<file path="src/rtl/mb_scan_pkg.sv">
package mb_scan_pkg;
  localparam int unsigned DEF_ADDR_W = 16;
  localparam int unsigned DEF_DIM_W  = 6;
  localparam int unsigned DEF_SLW_W  = 12;

  typedef enum logic [1:0] {
    STEP_HOLD = 2'd0,
    STEP_PIX  = 2'd1,
    STEP_ROW  = 2'd2
  } step_kind_e;
endpackage

</file>
<file path="src/rtl/mb_axis_cnt.sv">
module mb_axis_cnt #(
  parameter int unsigned W = 6
) (
  input  logic         clk,
  input  logic         rst_n,
  input  logic         clr_i,
  input  logic         adv_i,
  input  logic [W-1:0] last_i,
  output logic [W-1:0] cnt_o,
  output logic         at_last_o
);
  logic [W-1:0] cnt_q, cnt_d;

  assign at_last_o = (cnt_q == last_i);
  assign cnt_o     = cnt_q;

  always_comb begin
    cnt_d = cnt_q;
    if (clr_i)          cnt_d = '0;
    else if (adv_i)     cnt_d = at_last_o ? '0 : cnt_q + W'(1);
  end

  always_ff @(posedge clk or negedge rst_n) begin
    if (!rst_n) cnt_q <= '0;
    else        cnt_q <= cnt_d;
  end
endmodule

</file>
<file path="src/rtl/mb_addr_step.sv">
module mb_addr_step
  import mb_scan_pkg::*;
#(
  parameter int unsigned ADDR_W = 16
) (
  input  logic              clk,
  input  logic              rst_n,
  input  logic              load_i,
  input  logic [ADDR_W-1:0] base_i,
  input  step_kind_e        kind_i,
  input  logic [ADDR_W-1:0] jump_i,
  output logic [ADDR_W-1:0] addr_o
);
  logic [ADDR_W-1:0] addr_q, addr_d, incr;

  always_comb begin
    unique case (kind_i)
      STEP_PIX: incr = ADDR_W'(1);
      STEP_ROW: incr = jump_i;
      default:  incr = '0;
    endcase
    if (load_i) addr_d = base_i;
    else        addr_d = addr_q + incr;
  end

  always_ff @(posedge clk or negedge rst_n) begin
    if (!rst_n) addr_q <= '0;
    else        addr_q <= addr_d;
  end

  assign addr_o = addr_q;
endmodule

</file>
<file path="src/rtl/mb_scan_agen.sv">
module mb_scan_agen
  import mb_scan_pkg::*;
#(
  parameter int unsigned ADDR_W = DEF_ADDR_W,
  parameter int unsigned DIM_W  = DEF_DIM_W,
  parameter int unsigned SLW_W  = DEF_SLW_W
) (
  input  logic              clk,
  input  logic              rst_n,
  input  logic              start_i,
  input  logic              gen_en_i,
  input  logic [ADDR_W-1:0] base_addr_i,
  input  logic [DIM_W-1:0]  blk_w_i,
  input  logic [DIM_W-1:0]  blk_h_i,
  input  logic [SLW_W-1:0]  slice_w_i,
  output logic [ADDR_W-1:0] addr_o,
  output logic              done_o
);
  localparam int unsigned SYNC_STAGES = 2;

  // reset: asserted asynchronously, released on the clock
  logic [SYNC_STAGES-1:0] rst_pipe_q;
  logic                   rst_sync_n;

  always_ff @(posedge clk or negedge rst_n) begin
    if (!rst_n) rst_pipe_q <= '0;
    else        rst_pipe_q <= {rst_pipe_q[SYNC_STAGES-2:0], 1'b1};
  end
  assign rst_sync_n = rst_pipe_q[SYNC_STAGES-1];

  // configuration latched at start
  logic [DIM_W-1:0]  last_x_q, last_x_d;
  logic [DIM_W-1:0]  last_y_q, last_y_d;
  logic [ADDR_W-1:0] row_jump_q, row_jump_d;
  logic              done_q, done_d;

  logic              step;
  logic              x_last, y_last;
  logic [DIM_W-1:0]  col_cnt, row_cnt;
  step_kind_e        kind;

  assign step = gen_en_i && !done_q && !start_i;

  always_comb begin
    last_x_d   = last_x_q;
    last_y_d   = last_y_q;
    row_jump_d = row_jump_q;
    done_d     = done_q;
    if (start_i) begin
      last_x_d   = blk_w_i - DIM_W'(1);
      last_y_d   = blk_h_i - DIM_W'(1);
      row_jump_d = ADDR_W'(slice_w_i) - ADDR_W'(blk_w_i) + ADDR_W'(1);
      done_d     = 1'b0;
    end else if (step && x_last && y_last) begin
      done_d     = 1'b1;
    end
  end

  always_ff @(posedge clk or negedge rst_sync_n) begin
    if (!rst_sync_n) begin
      last_x_q   <= '0;
      last_y_q   <= '0;
      row_jump_q <= '0;
      done_q     <= 1'b1;
    end else begin
      last_x_q   <= last_x_d;
      last_y_q   <= last_y_d;
      row_jump_q <= row_jump_d;
      done_q     <= done_d;
    end
  end

  mb_axis_cnt #(.W(DIM_W)) u_col (
    .clk       (clk),
    .rst_n     (rst_sync_n),
    .clr_i     (start_i),
    .adv_i     (step),
    .last_i    (last_x_q),
    .cnt_o     (col_cnt),
    .at_last_o (x_last)
  );

  mb_axis_cnt #(.W(DIM_W)) u_row (
    .clk       (clk),
    .rst_n     (rst_sync_n),
    .clr_i     (start_i),
    .adv_i     (step && x_last),
    .last_i    (last_y_q),
    .cnt_o     (row_cnt),
    .at_last_o (y_last)
  );

  always_comb begin
    kind = STEP_HOLD;
    if (step && !(x_last && y_last))
      kind = x_last ? STEP_ROW : STEP_PIX;
  end

  mb_addr_step #(.ADDR_W(ADDR_W)) u_addr (
    .clk    (clk),
    .rst_n  (rst_sync_n),
    .load_i (start_i),
    .base_i (base_addr_i),
    .kind_i (kind),
    .jump_i (row_jump_q),
    .addr_o (addr_o)
  );

  assign done_o = done_q;
endmodule

</file>
<file path="config.mk">
export PLATFORM = sky130hd
export DESIGN_NAME = mb_scan_agen
export DESIGN_NICKNAME = d
export VERILOG_FILES = /design/src/rtl/mb_scan_pkg.sv /design/src/rtl/mb_axis_cnt.sv /design/src/rtl/mb_addr_step.sv /design/src/rtl/mb_scan_agen.sv
export SDC_FILE = /design/constraint.sdc
export NUM_CORES = 1
export LEC_CHECK = 0
export BUFFER_PORTS_ARGS = -buffer_cell sky130_fd_sc_hd__buf_4
export CAP_MARGIN = 15
export CORE_MARGIN = 2
export CORE_UTILIZATION = 40
export CTS_BUF_LIST = sky130_fd_sc_hd__clkbuf_4 sky130_fd_sc_hd__clkbuf_8
export DETAILED_ROUTE_END_ITERATION = 16
export HOLD_SLACK_MARGIN = 0.05
export PLACE_DENSITY = 0.68
export SYNTH_ARGS = -nofsm -noshare
export SYNTH_HDL_FRONTEND = slang
export SYNTH_SLANG_ARGS = --single-unit
</file>
<file path="constraint.sdc">
create_clock -name clk -period 3.29 [get_ports clk]
set_input_delay 0.4935 -clock clk [delete_from_list [all_inputs] [get_ports clk]]
set_output_delay 0.4935 -clock clk [all_outputs]
set_load 0.02 [all_outputs]
</file>
==> results.md <==
- Outcome: complete, no violations
- Total power: 2.02 mW
- Post-synth EDFFs: 0
- Buffers on Ports: 60
- Most frequent cells after synthesis: dfrtp_1, nand2_1, o21ai_0
- DRC violations left: 0
- Std-Cell Rows: 36
- Wire per inst: 14.1 um
- CP Launch Type: flop
- Most common cell in the synthesized netlist: dfrtp_1
- CTS Root Cell: clkbuf_8
- Worst Path Arrival: 3.48 ns
- Layout cell share with drive strength beyond 1: 0.259
- Htree depth: 3
- Largest net degree at the start of global routing: 78
- Simple logic cell fraction of the synthesized area: 0.199
- Initial antenna violation count: 0
- Overflow after GRT: 0
- Worst Max-Slew Pin Slew: 0.897 ns
- Leak Pwr: 2.30 nW
- Die area: 10800 um^2
- Worst Hold Class: in2reg
- Max Cap Violations: 0
- Slew headroom: 0.402
- Yosys reg bits: 57
- Mux contribution to synthesized area: 0.0223
- Synth Flop Type: dfrtp_1
- Crit path cell chain: xor2_1 > nor4_1 > buf_4 > nand3_2 > nor2_4 > and2_4 > ha_1 > a21o_1 > a21oi_2 > nand2_1 > a211o_1 > buf_4 > a21oi_1 > a211oi_2 > a21o_1
- Bufs on Longest Clock Path: 2
- Vias in the first global route: 3377
- DR top layer: met4
- Mean Syn Cell Area: 8.85 um^2
- CP delay by family, top: compound AO/OA/AOI/OAI gates
- Peak supply drop: 0.000146 V
- Skew final: 0.00859 ns
- Adder-cell share of the synthesized area: 0.0915
- DRT iter0 DRCs: 184
- CTS tree: built
- Global-route wire length before repair: 15500 um
- Fmax: 308 MHz
- Final count of pins violating max slew: 0
- PD cells: 403 nW/um^2
- Final wirelength: 9420 um
- Worst setup EP type: flop
- Final ANT Viol Nets: 0
- Core area: 9730 um^2
- CP peak stage delay: 0.44 ns
- Worst-path maximum fanout: 7
- Met3 Routed Length: 474 um
- # diodes: 0
- Period utilisation layout: 0.985
- GPL Wtd Cong: 0.829
- Post-synth ARST share: 1.00
- Die Width: 104 um
- Synth top area share: 0.351
- Clock Latency Late Sink: 0.35 ns
- Unrepaired setup endpoints after global routing: true
- Setup violations, final: 0
- Setup_tns: 0 ns
- Syn Inst Count: 451
- Die Height: 104 um
- DP HPWL: 6950 um
- WL met1: 4400 um
- Synth Area in XOR/XNOR: 0.105
- DR pass1 iterations: 4
- Largest family of logic cells by synthesized area: simple AND/OR/NAND/NOR gates
- Layout Nets: 604
- CP max-delay cell: dfrtp_2
- CP bufs+invs: 2
- P&R area growth vs syn: 25.8%
- Vias per inst: 5.17
- Yosys top cell by area: dfrtp_1
- Worst setup path class: reg2reg
- Min Tclk post-route: 3.24 ns
- Clk sinks: 57
- Io pins: 61
- DR vias: 3466
- Fin. Hold Viols: 0
- Synth Area in Compound Gates: 0.177
- Synth area leaders: dfrtp_1, ha_1, xnor2_1
- Distinct cell type count after synthesis: 64
- CP required: 3.53 ns
- Mapped Area: 3990 um^2
- Synth Net Count: 523
- Met2 routed WL: 4430 um
- Initial core utilization: 0.410
- Clock Pin Slew Worst Setup and Hold Paths: 0.07 ns
- CTS buffer count: 9
- GRT Util Overall: 0.176
- Seq/Total Area, Yosys: 0.358
- Synth Warn #: 0
[layout make-up]
type	instances	area, um^2
clock inverter	5	80.1
inverter	25	95.1
clock buffer	11	145
fill	932	4710
timing repair buffer	85	641
tap	133	166
multi-input combinational	354	2460
sequential	57	1430
[final timing paths]
check,to,slack (ns),cells after the start,from
hold reg to reg,rst_pipe_q[1],0.36,0,rst_pipe_q[0]
setup reg to reg,u_addr.addr_o[10],0.05,15,u_col.cnt_o[0]
hold / removal,u_addr.addr_o[8],0.36,3,base_addr_i[8]
min in group asynchronous,u_addr.addr_o[0],0.40,0,rst_pipe_q[1]
setup / recovery,u_addr.addr_o[10],0.05,15,u_col.cnt_o[0]
max in group asynchronous,u_addr.addr_o[10],2.11,1,rst_pipe_q[1]
[state kept, by name, summed over array words and instances, names as in the netlist]
name,flops
done_o,1
last_x_q,6
last_y_q,6
row_jump_q,14
rst_pipe_q,2
u_addr.addr_o,16
u_col.cnt_o,6
u_row.cnt_o,6
[stage by stage]
| stage | util | setup slack (ns) | area (um^2) | cells | hold WS, ns |
|---|---|---|---|---|---|
| after floorplan | - | 0.0174 | 4000 | 451 | 0.198 |
| after global placement | 0.481 | 0.129 | 4680 | 649 | 0.276 |
| after detailed placement | 0.481 | 0.00832 | 4680 | 649 | 0.276 |
| after CTS | 0.505 | 0.0443 | 4920 | 666 | 0.344 |
| after global routing | 0.516 | -0.0738 | 5020 | 670 | 0.349 |
| final | 0.516 | 0.0485 | 5020 | 670 | 0.355 |
[tightest hold or removal path: stages]
cell	delay, ns
buf_4	0.07
nand2_1	0.04
o21ai_0	0.06
[placed cells by master (no fill, tap or decap), drive strengths merged, types with 2 or more instances in the layout]
cell type	count
fa	2
a31o	3
or3	6
nand2b	5
a211oi	4
bufinv	2
o21bai	4
and3	5
nand4b	2
clkinv	2
ha	26
nand3	20
o21a	2
xor2	22
nand4	4
and2	16
nand2	40
inv	24
nor3b	3
clkbuf	11
o21ai	38
o31ai	4
nor2b	4
a21boi	2
buf	84
a21o	7
clkinvlp	2
o2111ai	3
nor2	34
or2	3
nor3	8
o211ai	3
a31oi	2
a21oi	31
xnor2	26
dfrtp	56
mux2	7
or4	2
[cells by family after synthesis]
group,count (synthesis)
flops,57
simple gates,156
fa+ha+maj,28
compound gates,113
mux,8
other cells,1
buf+inv,40
xor+xnor,48
[report_power, final]
part | total (mW) | internal, mW | switching (mW)
Combinational | 0.450 | 0.214 | 0.236
Clock | 0.747 | 0.454 | 0.293
Sequential | 0.827 | 0.770 | 0.0578
[what timing repair did]
| action | 4_1_cts | 5_1_grt |
|---|---|---|
| hold buffers | 1 | 0 |
| gates resized for setup | 1 | 20 |
| setup endpoints to repair | 1 | 7 |
| buffers inserted | 0 | 4 |
| hold endpoints to repair | 2 | 0 |
| pin swaps | 0 | 8 |
| cloned | 0 | 0 |
[layer usage]
metal  track usage  vias to the layer above
li1              -                     1744
met1         0.229                     1638
met2         0.281                       75
met3        0.0508                        9
met4        0.0618                        0
met5             0                        -
Note: power is estimated with default switching activity, not from simulation.
